File: src/rtl/scr_pkg.sv
package scr_pkg;
   typedef enum logic { SCR_DIR_TX = 1'b0, SCR_DIR_RX = 1'b1 } scr_dir_e;

   function automatic logic tap_parity(input logic [31:0] line, input logic [31:0] mask);
      tap_parity = ^(line & mask);
   endfunction
endpackage

File: src/rtl/scr_tap_cfg.sv
module scr_tap_cfg #(
   parameter int STAGES = 7,
   localparam int CFG_W = STAGES + 1
) (
   input  logic              clk,
   input  logic              rst,
   input  logic              we,
   input  logic [CFG_W-1:0]  wdata,
   output logic [STAGES-1:0] taps,
   output logic              q_inv
);
   initial begin
      if (STAGES < 2 || STAGES > 31) $error("scr_tap_cfg: STAGES out of range");
   end

   always_ff @(posedge clk) begin
      if (rst) begin
         taps  <= '0;
         q_inv <= 1'b0;
      end else if (we) begin
         taps  <= wdata[STAGES-1:0];
         q_inv <= wdata[STAGES];
      end
   end
endmodule

File: src/rtl/scr_lane.sv
module scr_lane
   import scr_pkg::*;
#(
   parameter int       STAGES = 7,
   parameter scr_dir_e DIR    = SCR_DIR_TX
) (
   input  logic              clk,
   input  logic              rst,
   input  logic [STAGES-1:0] taps,
   input  logic              vld_in,
   input  logic              din,
   output logic              vld_out,
   output logic              dout
);
   logic [STAGES-1:0] line_q;
   logic              fb;
   logic              nxt_bit;
   logic              push_bit;

   initial begin
      if (STAGES < 2 || STAGES > 31) $error("scr_lane: STAGES out of range");
   end

   assign fb      = tap_parity(32'(line_q), 32'(taps));
   assign nxt_bit = din ^ fb;

   generate
      if (DIR == SCR_DIR_TX) begin : g_scramble
         assign push_bit = nxt_bit;
      end else begin : g_descramble
         assign push_bit = din;
      end
   endgenerate

   always_ff @(posedge clk) begin
      if (rst) begin
         line_q  <= '0;
         dout    <= 1'b0;
         vld_out <= 1'b0;
      end else begin
         vld_out <= vld_in;
         if (vld_in) begin
            line_q <= {line_q[STAGES-2:0], push_bit};
            dout   <= nxt_bit;
         end
      end
   end
endmodule

File: src/rtl/tap_scrambler_pair.sv
module tap_scrambler_pair
   import scr_pkg::*;
#(
   parameter int STAGES = 7,
   localparam int CFG_W = STAGES + 1
) (
   input  logic             clk,
   input  logic             rst,
   input  logic             cfg_we,
   input  logic [CFG_W-1:0] cfg_data,
   input  logic             tx_valid_in,
   input  logic             tx_bit_in,
   output logic             tx_valid_out,
   output logic             tx_i_out,
   output logic             tx_q_out,
   input  logic             rx_valid_in,
   input  logic             rx_bit_in,
   output logic             rx_valid_out,
   output logic             rx_bit_out
);
   logic [STAGES-1:0] taps;
   logic              q_inv;

   scr_tap_cfg #(.STAGES(STAGES)) u_cfg (
      .clk(clk), .rst(rst), .we(cfg_we), .wdata(cfg_data),
      .taps(taps), .q_inv(q_inv)
   );

   scr_lane #(.STAGES(STAGES), .DIR(SCR_DIR_TX)) u_tx (
      .clk(clk), .rst(rst), .taps(taps),
      .vld_in(tx_valid_in), .din(tx_bit_in),
      .vld_out(tx_valid_out), .dout(tx_i_out)
   );

   scr_lane #(.STAGES(STAGES), .DIR(SCR_DIR_RX)) u_rx (
      .clk(clk), .rst(rst), .taps(taps),
      .vld_in(rx_valid_in), .din(rx_bit_in),
      .vld_out(rx_valid_out), .dout(rx_bit_out)
   );

   assign tx_q_out = tx_i_out ^ q_inv;
endmodule

File: config.mk
export PLATFORM = sky130hd
export DESIGN_NAME = tap_scrambler_pair
export DESIGN_NICKNAME = d
export VERILOG_FILES = /design/src/rtl/scr_pkg.sv /design/src/rtl/scr_tap_cfg.sv /design/src/rtl/scr_lane.sv /design/src/rtl/tap_scrambler_pair.sv
export SDC_FILE = /design/constraint.sdc
export NUM_CORES = 1
export LEC_CHECK = 0
export CORE_AREA = 2 2 63 65
export CTS_BUF_LIST = sky130_fd_sc_hd__clkbuf_16
export CTS_CLUSTER_SIZE = 12
export DETAILED_ROUTE_END_ITERATION = 8
export DIE_AREA = 0 0 65 67
export GPL_ROUTABILITY_DRIVEN = 0
export PLACE_DENSITY = 0.57
export SYNTH_ARGS = -nofsm -noshare
export SYNTH_HDL_FRONTEND = slang
export SYNTH_HIERARCHICAL = 1
export SYNTH_SLANG_ARGS = --single-unit
File: constraint.sdc
create_clock -name clk -period 1.1 [get_ports clk]
set_input_delay 0.22 -clock clk [delete_from_list [all_inputs] [get_ports clk]]
set_output_delay 0.22 -clock clk [all_outputs]
set_load 0.05 [all_outputs]
### Yosys cells after proc, flatten, opt, wreduce, memory -nomap -nowiden

Cells that the tools add are included.

| word-level totals | value |
|---|---|
| bits in registers | 26 |
| input bits | 15 |
| word-level logic and storage cells | 15 |

| cells by class | value |
|---|---|
| bitwise gates (word level) | 5 |
| reductions and logical operators | 2 |

Operators with widths:

| cell | count |
|---|---|
| $reduce_xor A32 Y1 | 2 |
| $and A7 B7 Y7 | 2 |
| $xor A1 B1 Y1 | 3 |

### Depth between registers and ports, before layout

Gate-level depths: netlist of run 1.

| logic depth | value |
|---|---|
| depth in word-level cells | 3 |
| gate-level depth with buffers | 5 |
| gate-level depth less buffers | 5 |

### By module

Netlist of run 1, hierarchy kept.

By module, submodules not included:

| module | times used | cells an instance | area an instance (um^2) | seq. area each (um^2) |
|---|---|---|---|---|
| scr_lane (u_rx) | 1 | 42 | 395.4 | 180.2 |
| scr_lane (u_tx) | 1 | 39 | 361.6 | 160.2 |
| scr_tap_cfg | 1 | 26 | 285.3 | 160.2 |
| tap_scrambler_pair | 1 | 1 | 8.8 | 0.0 |

### Worst setup path after synthesis of run 1

No wires, ideal clock.

| timing | value |
|---|---|
| path kind | flip-flop to output port |
| from | register u_tx/line_q[0] (netlist name) |
| to | output tx_q_out |
| arrival time | 1.484 ns |
| data required time | 0.880 ns |
| slack | -0.604 ns |
| cell stages (with the launch flop) | 2 |
| buffers on the path | 0 |
| cell sequence | dfxtp_1 -> xor2_1 |

RTL lines:

| element | RTL line | source |
|---|---|---|
| to (decl) | tap_scrambler_pair.sv:15 | `output logic tx_q_out,` |

==> results.py, run 1 <==
metrics = {
    "run_status": {
        "status": "complete, but fails checks",
        "violations": "setup timing",
    },
    "die": {
        "die_h_um": 67,
        "dieArea_um2": 4360,
        "row_count": 22,
        "coreArea_um2": 3610,
        "die_w_um": 65,
        "num_io_pins": 20,
        "initial_core_util_pct": 29.1,
    },
    "hold_path": {
        "min_path_type": "input pin to flip-flop",
    },
    "timing": {
        "timing.hold.ws_ns": 0.377,
        "setup_violations": 4,
        "slew_headroom_pct": 86.1,
        "setup_slack_ns": -0.143,
        "hold_violations": 0,
        "setup-tns-final_ns": -0.361,
        "final-max-slew-violation-count": 0,
        "fin_crit_sh_pct": 113,
        "max_freq_ghz": 0.805,
        "finClkSkew_ns": 0.00144,
        "min_period_ns": 1.24,
        "rsz0062_at_grt": "true",
        "tightest_slew_ns": 0.206,
    },
    "placement": {
        "dp.cells": 186,
        "port_buffers": 19,
        "hpwl_um": 1550,
    },
    "final_layout": {
        "fin_cells": 192,
        "area_growth_pct": 59.9,
        "finish.net_count": 160,
        "num_antenna_cells": 0,
        "mostFrequentLayoutCell": "nor2_1",
        "drive_above_1_share_pct": 36.1,
        "nFillCells": 339,
        "postLayoutCoreUtil_pct": 46.6,
        "mostFrequentLayoutCells": "23 x nor2_1, 21 x mux2i_1, 14 x buf_4, 14 x dfxtp_1, 13 x clkdlybuf4s50_1",
    },
    "setup_path": {
        "crit_type": "flip-flop to output port",
        "start_kind": "flip-flop",
        "critical-path-max-stage-delay_ns": 0.35,
        "end_kind": "output port",
        "crit_arrival_ns": 1.02,
        "cp_max_fo": 2,
        "cp_cell_sequence": "buf_6 > xor2_4 > buf_12",
        "path_buf_inv": 2,
        "critPathSlowestCell": "dfxtp_4",
        "critPathTopFamily": "flip-flops",
        "required_ns": 0.88,
    },
    "power_and_ir_drop": {
        "power_leakage_nw": 0.714,
        "powerDensity_nw_per_um2": 1260,
        "ir_drop_mv": 0.568,
    },
    "detailed_routing": {
        "drt_wl_total_um": 2170,
        "detail-route-antenna-nets": 0,
        "wl_per_cell_um": 11.3,
        "first_pass_iters": 3,
        "num_vias": 813,
        "drt-initial-drc-count": 9,
        "drc": 0,
        "vias_per_cell": 4.23,
    },
    "clocking": {
        "cts_made_buffers": 3,
        "cts_buffer_depth": 2,
        "clk_pin_slew_worst_paths_ns": 0.06,
        "clkLatencyLatePin_ns": 0.25,
        "tritoncts": "yes",
        "cts.sinks": 25,
        "htree_levels": 1,
        "clock-root-buffer": "clkbuf_16",
        "ctsHoldBuffers": 0,
    },
    "grt": {
        "globalRouteTotalUtil_pct": 11.0,
        "antenna_found_initial": 0,
        "grt_max_degree": 26,
        "grt-ovfl-total": 0,
        "grt_first_pass_wirelength_um": 3590,
        "grt_pass1_vias": 793,
    },
    "logic_synthesis": {
        "synthMuxAreaShare_pct": 20.0,
        "yosysUniqueCellTypes": 12,
        "yosys.area_share.simple_pct": 14.4,
        "synth_compound_area_share_pct": 2.38,
        "synth_top_family_by_area": "multiplexers",
        "post_synth_instance_area_um2": 1050,
        "syn_inst": 108,
        "ys_seq_elements": 25,
        "ys_seq_area_share_pct": 47.6,
        "synthXorXnorAreaFrac_pct": 12.5,
        "synth_fa_ha_area_share_pct": 0,
        "yosysWarnings": 6,
        "syn_avg_cell_area_um2": 9.73,
        "synth.net_count": 123,
    },
    "run": {
        "maxCapViolCount": 0,
    },
}
## metal layers
metal  global-route usage (%)  part of all wire (%)
met1                     13.5                    45
met2                     17.8                    50
met3                     2.53                   3.6
met4                     6.38                   1.5
met5                        0                     0
## Yosys cell counts, drive strengths merged
master / n / share of area (%)
xnor2: 12 / 10
xor2: 3 / 2.5
nand2: 14 / 5.0
a211oi: 2 / 2.4
buf: 4 / 2.4
dfxtp: 25 / 48
nor2b: 2 / 1.2
clkbuf: 2 / 0.71
mux2i: 21 / 20
nor2: 23 / 8.2
## cells by family after synthesis
| family | count (synthesis) |
|---|---|
| and+or+nand+nor | 39 |
| DFF | 25 |
| muxes | 21 |
| xor gates and xnor gates | 15 |
| buffers and inverters | 6 |
| AOI/OAI and AO/OA | 2 |
## repair_timing
item / in CTS / in global routing
pin swaps: 9 / 5
cloned: 0 / 0
resized for setup: 17 / 8
buffers inserted: 2 / 0
endpoints found under the setup margin: 4 / 4
## state kept, by name, summed over array words and instances (netlist names)
register,flops
u_rx/dout,1
u_rx/line_q,7
u_tx/line_q,7
u_tx/vld_out,1
u_cfg/q_inv,1
u_rx/vld_out,1
u_cfg/taps,7
## metrics by stage
| stage | worst slack, ns | instance area [um^2] | power [mW] |
|---|---|---|---|
| final | -0.143 | 1680 | 2.11 |
| after global routing | -0.178 | 1680 | 2.22 |
| after CTS | -0.153 | 1650 | 2.14 |
| after detailed placement | -0.324 | 1510 | 1.33 |
| after global placement | -0.296 | 1510 | 1.33 |
| after floorplan | -0.0895 | 1060 | 1.14 |
## power by group
| part | switching [mW] | internal [mW] | leakage (nW) |
|---|---|---|---|
| clock | 0.296 | 0.485 | 0.0423 |
| combinational | 0.151 | 0.206 | 0.462 |
| sequential | 0.0323 | 0.941 | 0.210 |
## tightest hold or removal path, cell delays in order
cell and delay, ns:
dlygate4sd2_1 0.23, mux2i_1 0.07, nor2_1 0.07
## area by class of cell
class                           count  area (um^2)  share of cell area, %
Clock buffer                        3         75.1                   4.47
Sequential cell                    25          522                   31.0
Timing Repair Buffer               38          435                   25.9
Tap cell                           48         60.1                   3.57
Clock inverter                      1         3.75                  0.223
Multi-Input combinational cell     77          584                   34.8
## worst paths after layout
kind                  startpoint              to  slack (ns)  cells past startpoint
setup / recovery  u_tx/line_q[0]        tx_q_out       -0.14                      3
hold / removal         rx_bit_in  u_rx/line_q[0]        0.38                      3
hold reg to reg   u_rx/line_q[6]  u_rx/line_q[6]        0.52                      2
setup reg to reg  u_tx/line_q[0]  u_tx/line_q[0]       -0.11                      6
Note: power is estimated with default switching activity, not from simulation.
==> run 2, diff against run 1 <==
CORE_AREA = 3 3 64 66   (was 2 2 63 65)
DIE_AREA = 0 0 67 69   (was 0 0 65 67)
==> run 2 against run 1 <==
  * The flow still finishes with violations (setup timing)
  * Combinational power up 3%
  * Clock skew about the same
  * Critical path depth unchanged
  * Sequential power about the same
  * Worst hold slack better by 0.0027 ns
  * Register-to-register slack about the same
  * Non-clock buffer count up 3
  * Fmax about the same
  * Largest cell class unchanged
==> results.py, run 2 (synthesis results as in run 1) <==
metrics = {
    "detailed_routing": {
        "wl_per_cell_um": 10.8,
        "first_pass_iters": 3,
        "detail-route-antenna-nets": 0,
        "num_vias": 802,
        "vias_per_cell": 4.11,
        "drc": 0,
        "drt_wl_total_um": 2110,
        "drt-initial-drc-count": 20,
    },
    "grt": {
        "grt-ovfl-total": 0,
        "grt_pass1_vias": 832,
        "grt_first_pass_wirelength_um": 3680,
        "grt_max_degree": 26,
        "globalRouteTotalUtil_pct": 10.1,
        "antenna_found_initial": 0,
    },
    "setup_path": {
        "cp_max_fo": 2,
        "critPathSlowestCell": "dfxtp_4",
        "critical-path-max-stage-delay_ns": 0.34,
        "crit_start": "u_tx/line_q[0]",
        "critPathTopFamily": "flip-flops",
        "r2r-start": "u_tx/line_q[0]",
        "reg2reg_slack_ns": -0.12,
        "crit_arrival_ns": 1.02,
        "cp_cell_sequence": "buf_6 > xor2_4 > buf_12",
        "crit_type": "flip-flop to output port",
        "path_buf_inv": 2,
        "required_ns": 0.88,
        "end_kind": "output port",
        "start_kind": "flip-flop",
    },
    "power_and_ir_drop": {
        "cell_internal_pwr_mw": 1.64,
        "pwr-share-seq_pct": 45.7,
        "ir_drop_mv": 0.483,
        "combPwrFrac_pct": 17.3,
        "switching_share_pct": 23.0,
        "powerDensity_nw_per_um2": 1250,
        "p_switching_mw": 0.489,
        "power_leakage_nw": 0.743,
        "p_clk_share_pct": 37.1,
        "p_total_mw": 2.13,
    },
    "timing": {
        "rsz0062_at_grt": "true",
        "max_freq_ghz": 0.805,
        "min_period_ns": 1.24,
        "setup-tns-final_ns": -0.400,
        "hold_violations": 0,
        "setup_violations": 5,
        "slew_headroom_pct": 83.0,
        "tightest_slew_ns": 0.252,
        "setup_slack_ns": -0.142,
        "timing.hold.ws_ns": 0.379,
        "final-max-slew-violation-count": 0,
        "fin_crit_sh_pct": 113,
        "finClkSkew_ns": 0.00179,
    },
    "clocking": {
        "htree_levels": 1,
        "cts_buffer_depth": 2,
        "tritoncts": "yes",
        "clk_pin_slew_worst_paths_ns": 0.06,
        "ctsHoldBuffers": 0,
        "cts.sinks": 25,
        "clkLatencyLatePin_ns": 0.26,
        "cts_made_buffers": 3,
        "clock-root-buffer": "clkbuf_16",
    },
    "die": {
        "initial_core_util_pct": 28.9,
        "die_h_um": 69,
        "coreArea_um2": 3630,
        "die_w_um": 67,
        "num_io_pins": 20,
        "dieArea_um2": 4620,
        "row_count": 22,
    },
    "placement": {
        "dp.cells": 187,
        "hpwl_um": 1550,
        "dpl_cell_area_um2": 1490,
        "post-place-ws_ns": -0.359,
        "port_buffers": 19,
    },
    "run": {
        "maxCapViolCount": 0,
    },
    "run_status": {
        "status": "complete, but fails checks",
        "violations": "setup timing",
    },
    "final_layout": {
        "area_growth_pct": 61.4,
        "postLayoutCoreUtil_pct": 46.7,
        "postLayoutCellArea_um2": 1700,
        "finish.net_count": 163,
        "fin_cells": 195,
        "num_antenna_cells": 0,
        "mostFrequentLayoutCells": "23 x nor2_1, 21 x mux2i_1, 18 x buf_4",
        "nFillCells": 367,
        "top_regs": "u_cfg/taps: 7 flops, u_rx/line_q: 7 flops, u_tx/line_q: 7 flops",
        "drive_above_1_share_pct": 36.1,
        "mostFrequentLayoutCell": "nor2_1",
    },
    "hold_path": {
        "min_path_type": "input pin to flip-flop",
        "min_from": "rx_bit_in",
    },
}
==> run 2: changes by cell type in the layout (fill, tap and decap cells not counted), moves of 2 or more <==
| cell | previous run | this run |
|---|---|---|
| buf_4 | 14 | 18 |
| dfxtp_1 | 14 | 17 |
| nand2_2 | 7 | 4 |
| buf_12 | 9 | 7 |
| dfxtp_2 | 8 | 6 |
| nand2_1 | 7 | 9 |
| xnor2_1 | 8 | 6 |
| xnor2_2 | 4 | 6 |
==> run 2: worst paths after layout <==
path / to / depth (start not counted)
max: tx_q_out / 3
min reg2reg: u_tx/line_q[6] / 2
min: u_rx/line_q[0] / 3
max reg2reg: u_tx/line_q[0] / 6
==> run 2: layout make-up <==
cell class / count / area, um^2 / share of cell area (%)
clock buffer: 3 / 75.1 / 4.42
timing repair buffer: 41 / 435 / 25.7
clock inverter: 1 / 3.75 / 0.221
sequential: 25 / 515 / 30.4
tap: 48 / 60.1 / 3.54
multi-input combinational: 77 / 607 / 35.8
==> run 2: repair_timing <==
item,CTS,global route
gates resized for setup,19,6
endpoints found under the setup margin,4,4
pin swaps,14,3
buffers inserted,3,1
==> run 2: power groups by stage <==
stage          Combinational, mW  Sequential (mW)  Clock (mW)
2_1_floorplan              0.130             1.01           0
3_3_place_gp               0.332            0.987           0
3_5_place_dp               0.337            0.987           0
4_1_cts                    0.356            0.970       0.811
5_1_grt                    0.391            0.977       0.845
6_report                   0.368            0.971       0.789
==> run 2: layer usage <==
layer	track usage [%]	up-vias	part of all wire [%]
li1	-	423	-
met1	13.7	358	48
met2	15.1	17	46
met3	1.47	4	3.7
met4	5.41	0	2.2
met5	0	-	0
==> run 2: worst reg2reg max path: stages (launching register included) <==
cell and delay (ns):
dfxtp_4 0.34, buf_4 0.11, nand2_4 0.05, xor2_2 0.18, xnor2_2 0.15, xnor2_2 0.14
a211oi_2 0.17
